[config.mk]
export PLATFORM = sky130hd
export DESIGN_NAME = i2c_reg_target
export DESIGN_NICKNAME = d
export VERILOG_FILES = /design/src/rtl/i2c_tgt_pkg.sv /design/src/rtl/i2c_tgt_sync.sv /design/src/rtl/i2c_tgt_fsm.sv /design/src/rtl/i2c_tgt_regs.sv /design/src/rtl/i2c_reg_target.sv
export SDC_FILE = /design/constraint.sdc
export NUM_CORES = 1
export LEC_CHECK = 0
export BUFFER_PORTS_ARGS = -buffer_cell sky130_fd_sc_hd__buf_2
export CORE_MARGIN = 1
export CORE_UTILIZATION = 45
export CTS_CLUSTER_SIZE = 24
export DETAILED_ROUTE_END_ITERATION = 10
export SLEW_MARGIN = 20
export SYNTH_ARGS = -nofsm -noshare
export SYNTH_HDL_FRONTEND = slang
export SYNTH_HIERARCHICAL = 1
export SYNTH_SLANG_ARGS = --single-unit
export TNS_END_PERCENT = 30
[constraint.sdc]
create_clock -name clk -period 2.6 [get_ports clk]
set_input_delay 0.52 -clock clk [delete_from_list [all_inputs] [get_ports clk]]
set_output_delay 0.52 -clock clk [all_outputs]
set_load 0.02 [all_outputs]
[src/rtl/i2c_tgt_pkg.sv]
package i2c_tgt_pkg;

    localparam logic [3:0] DEV_PREFIX = 4'b1101;

    typedef enum logic [3:0] {
        ST_IDLE,
        ST_DEV,
        ST_DEV_ACK,
        ST_REG,
        ST_REG_ACK,
        ST_WDATA,
        ST_WACK,
        ST_TX,
        ST_HACK
    } tgt_state_t;

    typedef struct packed {
        logic scl_rise;
        logic scl_fall;
        logic start;
        logic stop;
        logic sda;
    } bus_ev_t;

    function automatic logic [6:0] dev_addr(input logic [2:0] strap);
        return {DEV_PREFIX, strap};
    endfunction

endpackage

[src/rtl/i2c_tgt_sync.sv]
module i2c_tgt_sync
    import i2c_tgt_pkg::*;
#(
    parameter int SYNC_STAGES = 2
) (
    input  logic    clk,
    input  logic    rst,
    input  logic    scl_i,
    input  logic    sda_i,
    output bus_ev_t ev
);
    logic [SYNC_STAGES-1:0] scl_q;
    logic [SYNC_STAGES-1:0] sda_q;
    logic scl_d;
    logic sda_d;
    logic scl_now;
    logic sda_now;

    // Synchronizer chain: one flop per stage, idle bus level is high.
    for (genvar g = 0; g < SYNC_STAGES; g++) begin : g_stage
        always_ff @(posedge clk) begin
            if (rst) begin
                scl_q[g] <= 1'b1;
                sda_q[g] <= 1'b1;
            end else if (g == 0) begin
                scl_q[g] <= scl_i;
                sda_q[g] <= sda_i;
            end else begin
                scl_q[g] <= scl_q[(g == 0) ? 0 : g-1];
                sda_q[g] <= sda_q[(g == 0) ? 0 : g-1];
            end
        end
    end

    assign scl_now = scl_q[SYNC_STAGES-1];
    assign sda_now = sda_q[SYNC_STAGES-1];

    always_ff @(posedge clk) begin
        if (rst) begin
            scl_d <= 1'b1;
            sda_d <= 1'b1;
        end else begin
            scl_d <= scl_now;
            sda_d <= sda_now;
        end
    end

    always_comb begin
        ev.scl_rise = scl_now & ~scl_d;
        ev.scl_fall = ~scl_now & scl_d;
        ev.start    = scl_now & scl_d & sda_d & ~sda_now;
        ev.stop     = scl_now & scl_d & ~sda_d & sda_now;
        ev.sda      = sda_now;
    end
endmodule

[src/rtl/i2c_tgt_fsm.sv]
module i2c_tgt_fsm
    import i2c_tgt_pkg::*;
#(
    parameter int ADDR_W = 4
) (
    input  logic              clk,
    input  logic              rst,
    input  bus_ev_t           ev,
    input  logic [2:0]        strap,
    input  logic [7:0]        rd_data,
    output logic              sda_oe,
    output logic              wr_en,
    output logic [7:0]        wr_data,
    output logic [ADDR_W-1:0] ptr,
    output tgt_state_t        state,
    output logic              dev_nomatch
);
    logic [3:0] cnt;
    logic [7:0] shreg;
    logic       rw;
    logic       hack;
    logic       rx_state;
    logic       byte_done;
    logic       addr_hit;

    assign rx_state  = (state == ST_DEV) || (state == ST_REG) || (state == ST_WDATA);
    assign byte_done = rx_state && ev.scl_fall && (cnt == 4'd8);
    assign addr_hit  = (shreg[7:1] == dev_addr(strap));

    assign wr_en       = byte_done && (state == ST_WDATA);
    assign wr_data     = shreg;
    assign dev_nomatch = byte_done && (state == ST_DEV) && !addr_hit;

    always_ff @(posedge clk) begin
        if (rst) begin
            state <= ST_IDLE;
            cnt   <= '0;
            shreg <= '0;
            rw    <= 1'b0;
            ptr   <= '0;
            hack  <= 1'b0;
        end else if (ev.start) begin
            state <= ST_DEV;
            cnt   <= '0;
        end else if (ev.stop) begin
            state <= ST_IDLE;
            cnt   <= '0;
        end else begin
            case (state)
                ST_DEV, ST_REG, ST_WDATA: begin
                    if (ev.scl_rise && cnt < 4'd8) begin
                        shreg <= {shreg[6:0], ev.sda};
                        cnt   <= cnt + 4'd1;
                    end else if (byte_done) begin
                        cnt <= '0;
                        if (state == ST_DEV) begin
                            if (addr_hit) begin
                                rw    <= shreg[0];
                                state <= ST_DEV_ACK;
                            end else begin
                                state <= ST_IDLE;
                            end
                        end else if (state == ST_REG) begin
                            ptr   <= shreg[ADDR_W-1:0];
                            state <= ST_REG_ACK;
                        end else begin
                            ptr   <= ptr + 1'b1;
                            state <= ST_WACK;
                        end
                    end
                end
                ST_DEV_ACK: begin
                    if (ev.scl_fall) begin
                        cnt <= '0;
                        if (rw) begin
                            shreg <= rd_data;
                            state <= ST_TX;
                        end else begin
                            state <= ST_REG;
                        end
                    end
                end
                ST_REG_ACK, ST_WACK: begin
                    if (ev.scl_fall) begin
                        cnt   <= '0;
                        state <= ST_WDATA;
                    end
                end
                ST_TX: begin
                    if (ev.scl_fall) begin
                        if (cnt == 4'd7) begin
                            cnt   <= '0;
                            ptr   <= ptr + 1'b1;
                            state <= ST_HACK;
                        end else begin
                            shreg <= {shreg[6:0], 1'b0};
                            cnt   <= cnt + 4'd1;
                        end
                    end
                end
                ST_HACK: begin
                    if (ev.scl_rise) begin
                        hack <= ~ev.sda;
                    end else if (ev.scl_fall) begin
                        if (hack) begin
                            shreg <= rd_data;
                            state <= ST_TX;
                        end else begin
                            state <= ST_IDLE;
                        end
                    end
                end
                default: state <= ST_IDLE;
            endcase
        end
    end

    always_comb begin
        case (state)
            ST_DEV_ACK, ST_REG_ACK, ST_WACK: sda_oe = 1'b1;
            ST_TX:                           sda_oe = ~shreg[7];
            default:                         sda_oe = 1'b0;
        endcase
    end
endmodule

[src/rtl/i2c_tgt_regs.sv]
module i2c_tgt_regs #(
    parameter int ADDR_W = 4
) (
    input  logic              clk,
    input  logic              rst,
    input  logic              wr_en,
    input  logic [ADDR_W-1:0] wr_addr,
    input  logic [7:0]        wr_data,
    input  logic [ADDR_W-1:0] rd_addr,
    output logic [7:0]        rd_data,
    input  logic              int_req,
    output logic              int_o,
    output logic              pol
);
    localparam int DEPTH    = 1 << ADDR_W;
    localparam int CTRL_IDX = DEPTH - 1;

    logic [7:0] mem [DEPTH];

    for (genvar g = 0; g < DEPTH; g++) begin : g_reg
        always_ff @(posedge clk) begin
            if (rst) begin
                mem[g] <= '0;
            end else if (wr_en && wr_addr == ADDR_W'(g)) begin
                mem[g] <= wr_data;
            end
        end
    end

    assign rd_data = mem[rd_addr];
    assign pol     = mem[CTRL_IDX][0];

    always_ff @(posedge clk) begin
        if (rst) begin
            int_o <= 1'b1;
        end else begin
            int_o <= pol ? int_req : ~int_req;
        end
    end
endmodule

[src/rtl/i2c_reg_target.sv]
module i2c_reg_target
    import i2c_tgt_pkg::*;
#(
    parameter int ADDR_W      = 4,
    parameter int SYNC_STAGES = 2
) (
    input  logic       clk,
    input  logic       rst,
    input  logic       scl_i,
    input  logic       sda_i,
    output logic       sda_oe,
    input  logic [2:0] strap,
    input  logic       int_req,
    output logic       int_o
);
    bus_ev_t           ev;
    tgt_state_t        state;
    logic              wr_en;
    logic [7:0]        wr_data;
    logic [7:0]        rd_data;
    logic [ADDR_W-1:0] ptr;
    logic              dev_nomatch;
    logic              pol;
    logic              start_det;
    logic              stop_det;

    assign start_det = ev.start;
    assign stop_det  = ev.stop;

    i2c_tgt_sync #(.SYNC_STAGES(SYNC_STAGES)) u_sync (
        .clk   (clk),
        .rst   (rst),
        .scl_i (scl_i),
        .sda_i (sda_i),
        .ev    (ev)
    );

    i2c_tgt_fsm #(.ADDR_W(ADDR_W)) u_fsm (
        .clk         (clk),
        .rst         (rst),
        .ev          (ev),
        .strap       (strap),
        .rd_data     (rd_data),
        .sda_oe      (sda_oe),
        .wr_en       (wr_en),
        .wr_data     (wr_data),
        .ptr         (ptr),
        .state       (state),
        .dev_nomatch (dev_nomatch)
    );

    i2c_tgt_regs #(.ADDR_W(ADDR_W)) u_regs (
        .clk     (clk),
        .rst     (rst),
        .wr_en   (wr_en),
        .wr_addr (ptr),
        .wr_data (wr_data),
        .rd_addr (ptr),
        .rd_data (rd_data),
        .int_req (int_req),
        .int_o   (int_o),
        .pol     (pol)
    );
endmodule

==> results of run 1 <==
path summary, 6_finish.rpt:
path                         from               end  slack [ns]
hold / removal              scl_i   u_sync/scl_q[0]        0.27
setup reg to reg     u_fsm/cnt[0]  u_regs/mem[6][7]        0.30
hold reg to reg   u_sync/sda_q[0]    u_sync/sda_now        0.41
setup / recovery     u_fsm/cnt[0]  u_regs/mem[6][7]        0.30
cell type report:
class,count,area [um2]
clock buffer,17,425
timing repair buffer,47,355
sequential,157,4430
clock inverter,15,175
inverter,8,30.0
fill,1442,7920
tap,220,275
multi-input combinational,402,3210
sequential cells by signal, indices dropped and copies added, names as in the netlist, 4 cells and up:
name,cells
u_fsm/wr_data,8
u_fsm/ptr,4
u_fsm/cnt,4
u_fsm/state,4
u_regs/mem,128
layout by cell type, fill, tap and decap left out, types with 5 or more instances in the layout:
cell and instances:
nand2_1 23, clkbuf_16 17, nand2b_1 7, a22oi_1 17, mux4_2 32, a21oi_1 20
o21ai_0 10, a311oi_1 7, edfxtp_1 128, mux2i_1 9, nand3b_1 5, inv_6 5
nor2b_1 12, o21bai_1 16, dfxtp_1 28, buf_4 36, inv_1 8, nand3_1 8
nor2_1 24, and2_1 131, or2_1 6, buf_2 9, nand4b_1 6
where the power goes:
part           internal [uW]  leakage (uW)  switching [uW]
clock network           1450      0.000297            1070
logic                   77.5       0.00125             111
registers               2780       0.00156            24.7
per-stage QoR:
stage	power [uW]	worst slack, ns
after floorplan	2970	0.226
after global placement	3040	0.358
after detailed placement	3050	0.325
after CTS	5560	0.297
after global routing	5680	0.0759
final	5520	0.299
layer usage:
metal / vias to the layer above / track usage (%) / share of wire [%]
met5: - / 0 / 0
met1: 2464 / 28.3 / 45
li1: 2316 / - / -
met2: 117 / 35.5 / 50
met4: 0 / 6.18 / 1.2
met3: 15 / 3.51 / 3.9
==> impl_results.md, run 1 <==
- Status: complete, no violations
- Final layout net count: between 600 and 700
- CP delay by family, top: simple AND/OR/NAND/NOR gates
- CTS Buf Count: 17
- Vias per inst: 5.67
- CP max-delay cell: nor2_1
- GRT Total Usage: 21.2%
- Layout area overhead: 13.3%
- Clock Root Buffer: clkbuf_16
- Post-CTS setup buffer count: 0
- Rel. slew slack: 58.6%
- Crit path kind: reg -> reg
- DRT Pass-1 Iters: 5
- Req. time, crit path: approximately 2.9 ns
- Wire length per cell: 20.4 um
- Clock Latency Late Sink: between 0.4 and 0.5 ns
- Total wire length: 17.7 mm
- Post-DP HPWL: around 12 mm
- Die Ht: 134 um
- Leak Pwr: 0.00311 uW
- Vias in the first global route: 4968
- DRC errors left: 0
- RSZ-0062 raised after global routing: false
- CTS tree: built
- Crit path depth: 9
- Max Cap Viol: 0
- Clock slew at reported path FFs: 0.06 ns
- Core Area: about 0.017 mm2
- Final core utilization: 52.9%
- Clock buffer depth: 2
- Die ar.: approximately 0.018 mm2
- Proportion of layout cells with a drive suffix above 1: 21.1%
- Largest stage delay, worst path: 0.51 ns
- Post-route ant nets: 0
- Antenna Cells: 0
- Clk_skew: 0.00949 ns
- Initial antenna violation count: 0
- Final hold slack: 0.273 ns
- Dpl cells: ~830
- Initial DRC count: around 390
- Finished Layout Cells: 866
- # IOs: 10
- Final Hold Vio Count: 0
- Slew Limit Fails: 0
- Tcrit/Tclk final: 88.5%
- Syn nets: 615
- Pwr Density: just over 600 mW/mm2
- Post-route cell area: a little under 0.009 mm2
- Largest net degree at the start of global routing: 40
- Setup TNS: 0 ns
- Setup crit end kind: register
- Global-route wire length before repair: 28.1 mm
- Hold depth: 2
- Resized Gates After CTS: 0
- Initial Utilization: 46.7%
- Crit path time final: 2.30 ns
- HP Class: in -> reg
- Std-Cell Rows: 47
- Port Buffers: 9
- Synth Cell Area: 0.00786 mm2
- Final Wtd Congestion: roughly 0.91
- Via count: ~4900
- Hold bufs inserted after CTS: 0
- Reg2Reg Depth: 9
- Clk sinks: 157
- Grt total ovfl: 0
- Maximum fanout along the worst path: 8
- Cells after synthesis: 604
- Highest clock rate: 435 MHz
- CP startpoint kind: register
- CP bufs+invs: 2
- Final setup fails: 0
- Yosys Warn Count: 6
- Peak supply drop: 461 uV
- Htree depth: 4
- Die Span X: 134 um
- Least-Margin Pin Slew: about 0.6 ns
- Syn Area/Cell: 13.0 um2
- CP cell instances: inv_1 > ha_1 > and4b_1 > nand2_1 > nor3_1 > buf_4 > nand4bb_1 > nor2_1 > and2_1
- Post-DP Area: 0.00830 mm2
- CP Data Arrival Time: 2.59 ns
Note: power is estimated with default switching activity, not from simulation.
==> run 2, diff against run 1 <==
CORE_ASPECT_RATIO = 0.9   (was unset)
==> impl_results.md, run 2 (same netlist as run 1, synthesis figures left out) <==
- Largest stage delay, worst path: 0.57 ns (+0.06 ns)
- # IOs: 10 (unchanged)
- Largest register FFs: 128 (unchanged)
- Finished Layout Cells: 885 (+2.2%)
- Slew Limit Fails: 0 (unchanged)
- Clock slew at reported path FFs: 0.07 ns (about the same)
- Hold depth: 2 (unchanged)
- Crit path kind: reg -> out
- Global-route wire length before repair: 29.0 mm (+3.4%)
- Hold wc startpoint: scl_i
- Clock Root Buffer: clkbuf_16
- Rel. slew slack: 56.9% (-1.8 points)
- Core Area: 0.0169 mm2 (+0.77%)
- Dpl cells: 853 (+2.3%)
- Antenna Cells: 0 (unchanged)
- Most flops, register: u_regs/mem
- DRT Pass-1 Iters: 5 (unchanged)
- DRC errors left: 0 (unchanged)
- Leak Pwr: 0.00311 uW (+0.16%)
- Reg2reg start: u_fsm/cnt[0]
- Max Cap Viol: 0 (unchanged)
- Proportion of layout cells with a drive suffix above 1: 21.4% (+0.33 points)
- Post-CTS setup buffer count: 0 (unchanged)
- Least-Margin Pin Slew: 0.647 ns (+0.0290 ns)
- Initial DRC count: 419 (+8.0%)
- Final Wtd Congestion: 0.917 (+1.2%)
- Final setup fails: 0 (unchanged)
- Via count: 5015 (+2.1%)
- Peak supply drop: 452 uV (-2.0%)
- Max Used Layer: met4
- Htree depth: 4 (unchanged)
- Clk sinks: 157 (unchanged)
- Final hold slack: 0.274 ns (+0.000714 ns)
- Met2 routed WL: 8.37 mm (-6.0%)
- Setup crit end kind: primary output
- Largest net degree at the start of global routing: 40 (unchanged)
- HP Class: in -> reg
- Initial antenna violation count: 0 (unchanged)
- Final Hold Vio Count: 0 (unchanged)
- GRT Total Usage: 22.3% (+1.1 points)
- Die Span X: 141 um (+5.3%)
- Met3 WL: 1.10 mm (+58%)
- Req. time, crit path: 2.08 ns (-0.81 ns)
- Crit path time final: 2.34 ns (+0.0366 ns)
- Most frequent cells in the layout: and2_1, edfxtp_1, buf_4
- Worst R2R Setup Slack: 0.35 ns (+0.05 ns)
- Post-route cell area: 0.00895 mm2 (+0.58%)
- Filler cell count: 1393 (-3.4%)
- CP delay by family, top: flip-flops
- CTS Buf Count: 17 (unchanged)
- Clk_skew: 0.0105 ns (+0.00102 ns)
- Post-route ant nets: 0 (unchanged)
- Reg2Reg Depth: 9 (unchanged)
- RSZ-0062 raised after global routing: false
- Port Buffers: 9 (unchanged)
- CP Data Arrival Time: 1.82 ns (-0.77 ns)
- CP cell instances: inv_1 > o21ai_0 > nand2_1 > a21oi_1 > buf_2
- Vias in the first global route: 4993 (+0.50%)
- Post-Route M1 WL: 8.45 mm (+7.3%)
- Total wire length: 18.4 mm (+3.9%)
- Wire length per cell: 20.8 um (+1.6%)
- CP startpoint kind: register
- CP bufs+invs: 2 (unchanged)
- Grt total ovfl: 0 (unchanged)
- CTS tree: built
- Final layout net count: 648 (+0.62%)
- Resized Gates After CTS: 0 (unchanged)
- Worst Hold End: u_sync/scl_q[0]
- CP max-delay cell: dfxtp_1
- Highest clock rate: 428 MHz (-1.6%)
- Status: complete, no violations
- Die Ht: 127 um (-5.1%)
- Commonest non-fill, non-tap cell in the layout: and2_1
- Initial Utilization: 46.3% (-0.36 points)
- Post-DP HPWL: 12.3 mm (+2.7%)
- Clock buffer depth: 2 (unchanged)
- Hold bufs inserted after CTS: 0 (unchanged)
- Layout area overhead: 14.0%
- Tcrit/Tclk final: 89.9% (+1.4 points)
- Crit path depth: 5 (-4)
- Vias per inst: 5.67 (about the same)
- Die ar.: 0.0180 mm2 (about the same)
- Clock Latency Late Sink: 0.43 ns (about the same)
- Setup TNS: 0 ns (unchanged)
- Post-DP Area: 0.00836 mm2 (+0.74%)
- R2r endpoint: u_regs/mem[1][0]
- Pwr Density: 614 mW/mm2 (-0.95%)
- Std-Cell Rows: 45 (-4.3%)
- Maximum fanout along the worst path: 13 (+5)
-- run 2: metal layers --
layer / track usage, % / vias up
met5: 0 / -
met4: 9.40 / 0
li1: - / 2327
met1: 31.1 / 2504
met3: 4.76 / 26
met2: 33.8 / 158
-- run 2: layout make-up --
| cell class | instances | area, um2 | area share, % |
|---|---|---|---|
| Clock buffer | 18 | 429 | 4.79 |
| Timing Repair Buffer | 51 | 398 | 4.44 |
| Multi-Input combinational cell | 402 | 3210 | 35.9 |
| Sequential cell | 157 | 4430 | 49.4 |
| Tap cell | 235 | 294 | 3.28 |
| Clock inverter | 14 | 161 | 1.80 |
| Inverter | 8 | 30.0 | 0.335 |
-- run 2: power breakdown --
group          total (uW)  switching (uW)  internal [uW]
clock                2500            1070           1440
sequential           2810            25.3           2780
combinational         191             112           78.5
-- run 2: through the flow --
step | util [%] | total power (uW) | worst slack, ns
2_1_floorplan | - | 2970 | 0.226
3_3_place_gp | 49.3 | 3040 | 0.391
3_5_place_dp | 49.3 | 3050 | 0.379
4_1_cts | 52.8 | 5550 | 0.227
5_1_grt | 52.8 | 5670 | 0.103
6_report | 52.8 | 5500 | 0.263
-- run 2: worst max-delay path by stage --
stage | startpoint | endpoint | slack [ns]
global route | u_fsm/cnt[0] | u_regs/mem[6][6] | 0.10
floorplan | u_sync/scl_d | u_regs/mem[7][0] | 0.23
global placement | u_fsm/cnt[0] | u_regs/mem[1][7] | 0.39
finish | u_fsm/state[2] | sda_oe | 0.26
CTS | u_fsm/state[2] | sda_oe | 0.23
detailed placement | u_fsm/cnt[0] | u_regs/mem[1][0] | 0.38
==> run 3, diff against run 2 <==
BUFFER_PORTS_ARGS = -buffer_cell sky130_fd_sc_hd__buf_4   (was -buffer_cell sky130_fd_sc_hd__buf_2)
==> impl_results.md, run 3 (same netlist as run 1, synthesis figures left out) <==
- Sw power: 1270 uW (+5.7%)
- Final setup fails: 0 (unchanged)
- CTS tree: built
- Met3 usage: 4.12% (-0.64 points)
- Clock Root Buffer: clkbuf_16
- Die Ht: 127 um (unchanged)
- Switching share of power: 23.1% (+1.2 points)
- HP Class: in -> reg
- Post-DP Area: 0.00834 mm2 (-0.24%)
- Initial Utilization: 46.3% (unchanged)
- Max Cap Viol: 0 (unchanged)
- Status: complete, no violations
- Seq pwr share: 51.0% (about the same)
- Combinational Power Share: 3.4% (about the same)
- Commonest non-fill, non-tap cell in the layout: and2_1
- GRT Total Usage: 21.8% (-0.46 points)
- Clock Latency Late Sink: 0.44 ns (about the same)
- Clk_skew: 0.00846 ns (-0.00205 ns)
- Least-Margin Pin Slew: 0.653 ns (+0.00606 ns)
- Post-CTS setup buffer count: 0 (unchanged)
- Pwr Density: 615 mW/mm2 (+0.20%)
- CP startpoint kind: register
- CP Data Arrival Time: 2.69 ns (+0.87 ns)
- Final hold slack: 0.303 ns (+0.0289 ns)
- Largest register FFs: 128 (unchanged)
- Worst R2R Setup Slack: 0.22 ns (-0.13 ns)
- Via count: 5000 (-0.30%)
- Maximum fanout along the worst path: 8 (-5)
- Crit path time final: 2.38 ns (+0.0388 ns)
- RSZ-0062 raised after global routing: false
- Rel. slew slack: 56.1% (-0.74 points)
- Most frequent cells in the layout: and2_1, edfxtp_1, buf_4
- Die ar.: 0.0180 mm2 (unchanged)
- Crit path kind: reg -> reg
- Global-route wire length before repair: 28.5 mm (-1.8%)
- Clk sinks: 157 (unchanged)
- Post-route ant nets: 0 (unchanged)
- Final layout net count: 644 (-0.62%)
- DRC errors left: 0 (unchanged)
- Core Area: 0.0169 mm2 (unchanged)
- Die Span X: 141 um (unchanged)
- Highest clock rate: 421 MHz (-1.6%)
- Initial antenna violation count: 0 (unchanged)
- Slew Limit Fails: 0 (unchanged)
- Met1 Use GR: 30.6% (-0.54 points)
- CP delay by family, top: simple AND/OR/NAND/NOR gates
- Post-DP HPWL: 12.2 mm (-0.95%)
- CP cell instances: inv_1 > ha_1 > and4b_1 > nand2_1 > nor3_1 > buf_4 > or4b_4 > nor2_4 > and2_1
- Filler cell count: 1432 (+2.8%)
- Resized Gates After CTS: 0 (unchanged)
- Vias per inst: 5.68 (+0.15%)
- Clock power share: 45.5% (about the same)
- Std-Cell Rows: 45 (unchanged)
- Final Hold Vio Count: 0 (unchanged)
- Setup crit end kind: register
- Internal: 4230 uW (-1.5%)
- Largest net degree at the start of global routing: 46 (+15%)
- Dpl cells: 849 (-0.47%)
- Setup TNS: 0 ns (unchanged)
- Vias in the first global route: 4883 (-2.2%)
- Grt total ovfl: 0 (unchanged)
- Antenna Cells: 0 (unchanged)
- Hold bufs inserted after CTS: 0 (unchanged)
- Final Wtd Congestion: 0.851 (-7.2%)
- Initial DRC count: 454 (+8.4%)
- Largest stage delay, worst path: 0.56 ns (about the same)
- Htree depth: 4 (unchanged)
- Layout area overhead: 13.8%
- Most flops, register: u_regs/mem
- Clock slew at reported path FFs: 0.07 ns (about the same)
- Clock buffer depth: 2 (unchanged)
- Port Buffers: 9 (unchanged)
- Req. time, crit path: 2.91 ns (+0.83 ns)
- DRT Pass-1 Iters: 5 (unchanged)
- Met2 usage: 33.3% (-0.58 points)
- CTS Buf Count: 17 (unchanged)
- Wire length per cell: 20.8 um (+0.27%)
- Total wire length: 18.3 mm (-0.18%)
- Post-route cell area: 0.00894 mm2 (-0.15%)
- CP bufs+invs: 2 (unchanged)
- Gr busiest metal: met2
- Peak supply drop: 437 uV (-3.3%)
- Tcrit/Tclk final: 91.4% (+1.5 points)
- Finished Layout Cells: 881 (-0.45%)
- Leak Pwr: 0.00311 uW (-0.19%)
- # IOs: 10 (unchanged)
- Proportion of layout cells with a drive suffix above 1: 21.1% (-0.33 points)
- CP max-delay cell: or4b_4
==> run 3: power by group through the flow <==
stage | registers [uW] | clock network, uW | logic, uW
finish | 2810 | 2500 | 189
global route | 2810 | 2650 | 203
CTS | 2810 | 2550 | 189
detailed placement | 2860 | 0 | 188
global placement | 2860 | 0 | 186
floorplan | 2850 | 0 | 117
==> run 3: per-stage QoR <==
| step | setup slack [ns] | total power [uW] | util [%] |
|---|---|---|---|
| 3_3_place_gp | 0.350 | 3050 | 49.2 |
| 4_1_cts | 0.267 | 5550 | 52.7 |
| 6_report | 0.224 | 5500 | 52.7 |
| 2_1_floorplan | 0.226 | 2970 | - |
| 5_1_grt | 0.0545 | 5660 | 52.7 |
| 3_5_place_dp | 0.292 | 3050 | 49.2 |
==> run 3: per-layer routing <==
| layer | wire (um) | vias up |
|---|---|---|
| li1 | - | 2323 |
| met1 | 8440 | 2493 |
| met2 | 8540 | 154 |
| met3 | 946 | 30 |
| met4 | 415 | 0 |
| met5 | 0 | - |
==> run 3: path summary, 6_finish.rpt <==
check,cells past startpoint,start,end
setup / recovery,9,u_fsm/cnt[1],u_regs/mem[1][1]
hold / removal,2,sda_i,u_sync/sda_q[0]
setup reg to reg,9,u_fsm/cnt[1],u_regs/mem[1][1]
hold reg to reg,1,u_sync/scl_q[0],u_sync/scl_now
==> run 3: area by class of cell <==
| cell class | instances | area (um2) | area share, % |
|---|---|---|---|
| Clock buffer | 17 | 425 | 4.76 |
| Clock inverter | 15 | 171 | 1.92 |
| Inverter | 8 | 30.0 | 0.336 |
| Multi-Input combinational cell | 402 | 3210 | 36.0 |
| Sequential cell | 157 | 4430 | 49.5 |
| Tap cell | 235 | 294 | 3.29 |
| Timing Repair Buffer | 47 | 378 | 4.23 |
